### src/rtl/cfg_ld_pkg.sv
package cfg_ld_pkg;
  typedef enum logic [2:0] {
    LD_IDLE  = 3'd0,
    LD_READ  = 3'd1,
    LD_REPLY = 3'd2,
    LD_FLUSH = 3'd3,
    LD_OFF   = 3'd4
  } ld_state_t;
endpackage

### src/rtl/cfg_ld_rdstrobe.sv
// Times the active-low receive read strobe.
module cfg_ld_rdstrobe #(
  parameter int RD_CLKS = 2
) (
  input  logic clk,
  input  logic rst,
  input  logic start,
  input  logic abort,
  output logic rd_n,
  output logic last
);
  localparam int CW = $clog2(RD_CLKS + 1);
  localparam logic [CW-1:0] LAST_CNT = CW'(RD_CLKS - 1);

  logic [CW-1:0] cnt;

  assign last = !rd_n && (cnt == LAST_CNT);

  always_ff @(posedge clk) begin
    if (rst) begin
      rd_n <= 1'b1;
      cnt  <= '0;
    end else if (abort) begin
      rd_n <= 1'b1;
      cnt  <= '0;
    end else if (rd_n) begin
      if (start) begin
        rd_n <= 1'b0;
        cnt  <= '0;
      end
    end else if (cnt == LAST_CNT) begin
      rd_n <= 1'b1;
      cnt  <= '0;
    end else begin
      cnt <= cnt + 1'b1;
    end
  end
endmodule

### src/rtl/cfg_ld_echo.sv
// Tracks the run of bit-0-clear bytes and latches replies off.
module cfg_ld_echo #(
  parameter int ZERO_RUN = 4
) (
  input  logic clk,
  input  logic rst,
  input  logic take,
  input  logic lsb,
  output logic echo_on
);
  localparam int ZW = $clog2(ZERO_RUN + 1);
  localparam logic [ZW-1:0] RUN_LAST = ZW'(ZERO_RUN - 1);

  logic [ZW-1:0] zcnt;
  logic          echo_off;

  assign echo_on = !echo_off;

  always_ff @(posedge clk) begin
    if (rst) begin
      zcnt     <= '0;
      echo_off <= 1'b0;
    end else if (take) begin
      if (lsb) begin
        zcnt <= '0;
      end else if (zcnt == RUN_LAST) begin
        zcnt     <= '0;
        echo_off <= 1'b1;
      end else begin
        zcnt <= zcnt + 1'b1;
      end
    end
  end
endmodule

### src/rtl/cfg_stream_loader.sv
module cfg_stream_loader
  import cfg_ld_pkg::*;
#(
  parameter int DW       = 8,
  parameter int RD_CLKS  = 2,
  parameter int ZERO_RUN = 4
) (
  input  logic          clk,
  input  logic          rst,
  input  logic          rx_has_n,
  input  logic          tx_space_n,
  input  logic [DW-1:0] fifo_din,
  output logic          rd_n,
  output logic          tx_wr,
  output logic [DW-1:0] fifo_dout,
  output logic          fifo_oe,
  output logic [DW-1:0] cfg_data,
  output logic          cfg_wr,
  input  logic          done_i,
  input  logic          size_large
);
  localparam logic [DW-2:0] PAD = '0;

  ld_state_t state;
  logic      rd_start;
  logic      rd_last;
  logic      take;
  logic      echo_on;
  logic      reply_bit;

  assign rd_start  = (state == LD_IDLE) && !rx_has_n && !done_i;
  assign take      = (state == LD_READ) && rd_last && !done_i;
  assign reply_bit = fifo_din[0] ? done_i : size_large;

  cfg_ld_rdstrobe #(.RD_CLKS(RD_CLKS)) u_rd (
    .clk   (clk),
    .rst   (rst),
    .start (rd_start),
    .abort (done_i),
    .rd_n  (rd_n),
    .last  (rd_last)
  );

  cfg_ld_echo #(.ZERO_RUN(ZERO_RUN)) u_echo (
    .clk     (clk),
    .rst     (rst),
    .take    (take),
    .lsb     (fifo_din[0]),
    .echo_on (echo_on)
  );

  always_ff @(posedge clk) begin
    if (rst) begin
      state     <= LD_IDLE;
      cfg_data  <= '0;
      cfg_wr    <= 1'b0;
      tx_wr     <= 1'b0;
      fifo_oe   <= 1'b0;
      fifo_dout <= '0;
    end else begin
      cfg_wr <= 1'b0;
      tx_wr  <= 1'b0;
      if (done_i) begin
        state   <= LD_OFF;
        fifo_oe <= 1'b0;
      end else begin
        unique case (state)
          LD_IDLE: if (!rx_has_n) state <= LD_READ;
          LD_READ: if (rd_last) begin
            cfg_data <= fifo_din;
            cfg_wr   <= 1'b1;
            if (echo_on) begin
              fifo_dout <= {PAD, reply_bit};
              fifo_oe   <= 1'b1;
              state     <= LD_REPLY;
            end else begin
              state <= LD_IDLE;
            end
          end
          LD_REPLY: if (!tx_space_n) begin
            tx_wr <= 1'b1;
            state <= LD_FLUSH;
          end
          LD_FLUSH: begin
            fifo_oe <= 1'b0;
            state   <= LD_IDLE;
          end
          default: state <= LD_IDLE;
        endcase
      end
    end
  end
endmodule

### config.mk
export PLATFORM = sky130hd
export DESIGN_NAME = cfg_stream_loader
export DESIGN_NICKNAME = d
export VERILOG_FILES = /design/src/rtl/cfg_ld_pkg.sv /design/src/rtl/cfg_ld_rdstrobe.sv /design/src/rtl/cfg_ld_echo.sv /design/src/rtl/cfg_stream_loader.sv
export SDC_FILE = /design/constraint.sdc
export NUM_CORES = 1
export LEC_CHECK = 0
export BUFFER_PORTS_ARGS = -buffer_cell sky130_fd_sc_hd__buf_4
export CORE_MARGIN = 2
export CORE_UTILIZATION = 48
export DETAILED_ROUTE_END_ITERATION = 10
export GPL_ROUTABILITY_DRIVEN = 0
export PLACE_DENSITY = 0.84
export SYNTH_ARGS = -nofsm -noshare
export SYNTH_HDL_FRONTEND = slang
export SYNTH_SLANG_ARGS = --single-unit
### constraint.sdc
create_clock -name clk -period 1.8 [get_ports clk]
set_input_delay 0.09 -clock clk [delete_from_list [all_inputs] [get_ports clk]]
set_output_delay 0.09 -clock clk [all_outputs]
set_load 0.03 [all_outputs]
# Yosys cells after proc, flatten, opt, wreduce, memory -nomap -nowiden
# Index checks and enable logic that the tools add are counted.
dict set report word_totals {
  wordCells 70
  ff_bits 22
}
dict set report classes {
  bitwise 5
  eq_ne 13
  muxes 20
  n_reduce_logical 19
  add_sub_neg 2
}
# op count
set ops {}
lappend ops {{$mux 3} 6}
lappend ops {{$reduce_and 3->1} 5}
lappend ops {{$ne 2x2->1 const B} 5}
lappend ops {{$eq 3x2->1 const B} 3}
lappend ops {{$ne 3x3->1 const B} 3}
lappend ops {{$pmux 3 s3} 1}
lappend ops {{$mux 1} 8}
lappend ops {{$mux 2} 4}
lappend ops {{$reduce_or 3->1} 2}
lappend ops {{$logic_and 1x1->1} 5}
lappend ops {{$not 1->1} 5}
lappend ops {{$reduce_and 4->1} 1}
lappend ops {{$add 3x1->3 const B} 1}
lappend ops {{$eq 3x1->1 const B} 1}
lappend ops {{$logic_not 1->1} 3}
lappend ops {{$logic_not 3->1} 1}
lappend ops {{$add 2x1->2 const B} 1}
lappend ops {{$eq 2x1->1 const B} 1}
lappend ops {{$pmux 1 s2} 1}
lappend ops {{$reduce_bool 2->1} 1}
lappend ops {{$reduce_or 2->1} 1}

# Longest topological paths before layout
dict set report depth {
  word_depth 5
  depth_mapped 5
  depth_no_buf 4
}

# By module
# A second synthesis with hierarchy kept.
dict set report hier_totals {
  cells_unflattened 101
  area_unflattened_um2 1001.0
}
# mod area_each_um2 instances cells_per_inst seq_area_each_um2
set modules_own_cells {}
lappend modules_own_cells {cfg_stream_loader 693.2 1 73 300.3}
lappend modules_own_cells {cfg_ld_echo 185.2 1 17 80.1}
lappend modules_own_cells {cfg_ld_rdstrobe 122.6 1 11 60.1}

# Worst setup path after synthesis
# Ideal clock, no wire load.
dict set report synth_timing {
  path_kind {reg2reg}
  from {register u_rd.rd_n}
  to {register fifo_dout[0]}
  required_time_ns 1.669
  arrival_time_ns 1.500
  path_stages_with_launch 6
  synth_period_minus_slack_ns 1.632
  slack_ns 0.168
  path_cell_list {dfxtp_1 or3b_1 buf_2 buf_2 o311ai_2 o41ai_2}
}
dict set report synth_between {
  elab_chain_cells 3
}
# item line_no
set synth_lines {}
lappend synth_lines {{start, declared} cfg_ld_rdstrobe.sv:9} ;# output logic rd_n,
lappend synth_lines {{start signal, assigned} cfg_ld_rdstrobe.sv:21} ;# rd_n <= 1'b1;
lappend synth_lines {{start signal, assigned} cfg_ld_rdstrobe.sv:24} ;# rd_n <= 1'b1;
lappend synth_lines {{start signal, assigned} cfg_ld_rdstrobe.sv:28} ;# rd_n <= 1'b0;
lappend synth_lines {{$logic_not 1->1} cfg_ld_rdstrobe.sv:17} ;# assign last = !rd_n && (cnt == LAST_CNT);
lappend synth_lines {{$logic_and 1x1->1} cfg_ld_rdstrobe.sv:17}
lappend synth_lines {{$reduce_and 4->1 (no line)} --}
lappend synth_lines {{end signal, assigned} cfg_stream_loader.sv:73} ;# fifo_dout <= {PAD, reply_bit};
lappend synth_lines {{end, declared} cfg_stream_loader.sv:15} ;# output logic [DW-1:0] fifo_dout,
# No other way between the ends.
# A chain may end at the register's enable or synchronous reset.

# Final worst setup path
dict set report layout_timing {
  from {register u_rd.cnt[0]}
  to {register cfg_data[1]}
}
dict set report layout_between {
  elab_chain_cells 3
}
# item line_no
set layout_lines {}
lappend layout_lines {{start, declared} cfg_ld_rdstrobe.sv:15} ;# logic [CW-1:0] cnt;
lappend layout_lines {{start signal, assigned} cfg_ld_rdstrobe.sv:35} ;# cnt <= cnt + 1'b1;
lappend layout_lines {{$eq 2x1->1} cfg_ld_rdstrobe.sv:17}
lappend layout_lines {{$logic_and 1x1->1} cfg_ld_rdstrobe.sv:17}
lappend layout_lines {{$reduce_and 3->1 (no line)} --}
lappend layout_lines {{end signal, assigned} cfg_stream_loader.sv:70} ;# cfg_data <= fifo_din;
lappend layout_lines {{end, declared} cfg_stream_loader.sv:17} ;# output logic [DW-1:0] cfg_data,
# No other way between the ends.

==> flow_metrics.py <==
metrics = {
    "pwr": {
        "cellLeakagePower_nw": 0.506,
        "p_sw_mw": 0.200,
        "p_int_mw": 0.643,
        "seq_power_share_pct": 58.6,
        "pwr-share-comb_pct": 9.1,
        "p_clk_share_pct": 32.3,
        "swShare_pct": 23.7,
        "pwr_density_cell_mw_per_mm2": 694,
        "irDropWorstVdd_uv": 452,
    },
    "final_layout": {
        "final_nets": 152,
        "area_growth_pct": 20.9,
        "drive_above_1_share_pct": 26.5,
        "n_antenna_cell": 0,
    },
    "synthesis": {
        "yosysWarnings": 0,
        "syn_inst": 112,
        "synth_cell_types": 32,
        "yosysSeqAreaShare_pct": 43.8,
        "yosysTopAreaCellShare_pct": 43.8,
        "ys_seq_elements": 22,
        "synthTopCellsByArea": "dfxtp_1 (44%), buf_4 (5.2%), mux2i_1 (5.0%)",
        "syn-cell-area_mm2": 0.00100,
        "yosysTopAreaCell": "dfxtp_1",
        "avgSynthCellArea_um2": 8.97,
    },
    "global_routing": {
        "grt_pass1_vias": 804,
        "grt_pass1_wl_um": 3270,
        "antenna_found_initial": 0,
        "grt_max_degree": 19,
        "grt_overflow": 0,
        "grt_use_total_pct": 17.1,
    },
    "timing": {
        "finalCriticalPeriod_ps": 1660,
        "rsz0062_at_grt": "false",
        "hold_viol_final": 0,
        "finClkSkew_ps": 2.36,
        "fin_crit_sh_pct": 92.5,
        "maxSlewViolCount": 0,
        "timing.fmax_mhz": 601,
        "fin_ws_ps": 135,
        "tns_ps": 0,
        "finalSetupViolCount": 0,
    },
    "hold_path": {
        "holdCritStartpoint": "rst",
        "hold_path_depth": 2,
        "holdCritPathClass": "primary input to flip-flop",
        "hold_end": "cfg_data[0]",
    },
    "floorplan": {
        "dieArea_mm2": 0.00248,
        "initial_core_util_pct": 51.2,
        "die_h_um": 49.8,
        "io_pins": 34,
        "die_w_um": 49.8,
        "rows": 16,
        "core_mm2": 0.00196,
    },
    "flow_run": {
        "cap_violations": 0,
    },
    "placed_design": {
        "dp_hpwl_um": 1410,
        "io_buffers": 26,
        "dp_slack_ps": 113,
    },
    "route": {
        "first_iter_violations": 18,
        "vias_per_cell": 5.07,
        "ant_nets": 0,
        "routed_wl_um": 1920,
        "drc": 0,
        "drt_first_pass_iters": 4,
        "post_drt_wl_per_cell_um": 11.8,
        "num_vias": 826,
    },
    "clocking": {
        "htree_levels": 1,
        "cts_made_buffers": 3,
        "clkLatencyLatePin_ps": 310,
        "cts-root-buf": "clkbuf_4",
        "cts_tree": "built",
        "cts_setup_buffers": 0,
        "clock_sinks": 22,
        "clk_path_buf_depth": 2,
        "clkTransAtPathRegs_ps": 120,
    },
    "worst_setup_path": {
        "crit_fanout": 18,
        "start_kind": "flip-flop",
        "crit_type": "flip-flop to flip-flop",
        "ff2ff_setup_slack_ps": 140,
        "end_kind": "flip-flop",
        "worstPathArrival_ps": 1910,
        "reg2reg_depth": 3,
        "critPathRequiredTime_ps": 2040,
        "rr_endpoint": "cfg_data[1]",
        "worstReg2RegStart": "u_rd.cnt[0]",
    },
    "outcome": {
        "status": "completed",
    },
}
==> placed cells by master (no fill, tap or decap), drive strengths merged, types with 2 or more instances in the layout <==
cell / instances
a21oi: 8
buf: 26
clkbuf: 4
conb: 7
dfxtp: 22
inv: 7
mux2i: 5
nand2: 12
nand2b: 3
nand3: 2
nor2: 7
nor2b: 4
nor3: 2
o21ai: 5
o41ai: 2
or3: 7
==> metrics by stage <==
stage,utilization [%],cell area [um^2],cells,hold WS (ps),power [mW]
6_report,61.9,1210,163,28.7,0.843
4_1_cts,61.7,1210,163,25.5,0.848
3_5_place_dp,59.3,1160,158,326,0.579
2_1_floorplan,-,1030,118,173,0.562
5_1_grt,61.9,1210,163,21.5,0.877
3_3_place_gp,59.3,1160,158,321,0.577
==> sequential cells by signal (all words and copies together) (netlist names) <==
name and flops:
u_echo.zcnt 3, cfg_wr 1, state 3, fifo_dout 1
tx_wr 1, u_echo.echo_off 1, u_rd.rd_n 1, fifo_oe 1
u_rd.cnt 2, cfg_data 8
==> final cells by class <==
cell class / instances / area, um^2
Multi-Input combinational cell: 76 / 473
Tap cell: 27 / 33.8
Clock buffer: 4 / 36.3
Sequential cell: 22 / 440
Inverter: 7 / 26.3
Timing Repair Buffer: 27 / 205
Fill cell: 181 / 747
==> worst max path at each step <==
stage,end,cells past startpoint,from
finish,cfg_data[1],3,u_rd.cnt[0]
global route,cfg_data[1],3,u_rd.cnt[0]
CTS,cfg_data[7],3,u_rd.rd_n
detailed placement,cfg_data[7],3,u_rd.rd_n
global placement,u_echo.zcnt[1],3,u_rd.cnt[0]
floorplan,fifo_dout[0],5,u_rd.rd_n
==> timing repair <==
action | 4_1_cts | 5_1_grt
gates resized for setup | 0 | 2
hold buffers | 1 | 0
endpoints found under the setup margin | 0 | 5
hold endpoints to repair | 1 | 0
==> critical path, cell delays in order (launching register included) <==
cell	delay, ps
dfxtp_1	400
or3b_2	650
or3_1	400
a21oi_1	140
==> kinds of logic (layout without fill, tap and decap cells) <==
family,Yosys count,count (layout),share of synthesized area [%]
and+or+nand+nor,42,42,23.2
DFF,22,22,43.8
AOI/OAI and AO/OA,21,21,14.6
buffers and inverters,20,38,11.8
muxes,5,5,4.98
adders and majority gates,1,1,1.25
other,1,7,0.373
==> synthesized netlist by cell type <==
library cell	instances
a2111oi_0	1
a21oi_1	8
a31oi_1	1
buf_2	2
buf_4	7
buf_6	2
clkbuf_1	2
conb_1	1
dfxtp_1	22
ha_1	1
inv_1	7
mux2i_1	5
nand2_1	12
nand2b_1	3
nand3_1	2
nand3b_1	1
nor2_1	6
nor2_2	1
nor2b_1	4
nor3_1	2
nor4_2	1
nor4b_1	1
o211ai_1	1
o21a_1	1
o21ai_0	5
o311a_1	1
o311ai_2	1
o41ai_1	1
o41ai_2	1
or3_1	7
or3b_1	1
or4b_4	1
==> per-layer routing <==
layer | global-route usage, % | share of wire (%) | vias up
met3 | 4.24 | 5.9 | 2
met4 | 8.80 | 0.73 | 0
met5 | 0 | 0 | -
met2 | 29.8 | 50 | 29
li1 | - | - | 420
met1 | 19.0 | 43 | 375
==> power by group through the flow <==
| stage | Clock [mW] | Sequential [mW] | Combinational, mW |
|---|---|---|---|
| global route | 0.298 | 0.495 | 0.0842 |
| CTS | 0.277 | 0.494 | 0.0768 |
| global placement | 0 | 0.504 | 0.0731 |
| floorplan | 0 | 0.505 | 0.0572 |
| detailed placement | 0 | 0.505 | 0.0747 |
| finish | 0.272 | 0.494 | 0.0771 |
Power figures use the tool's default switching activity.
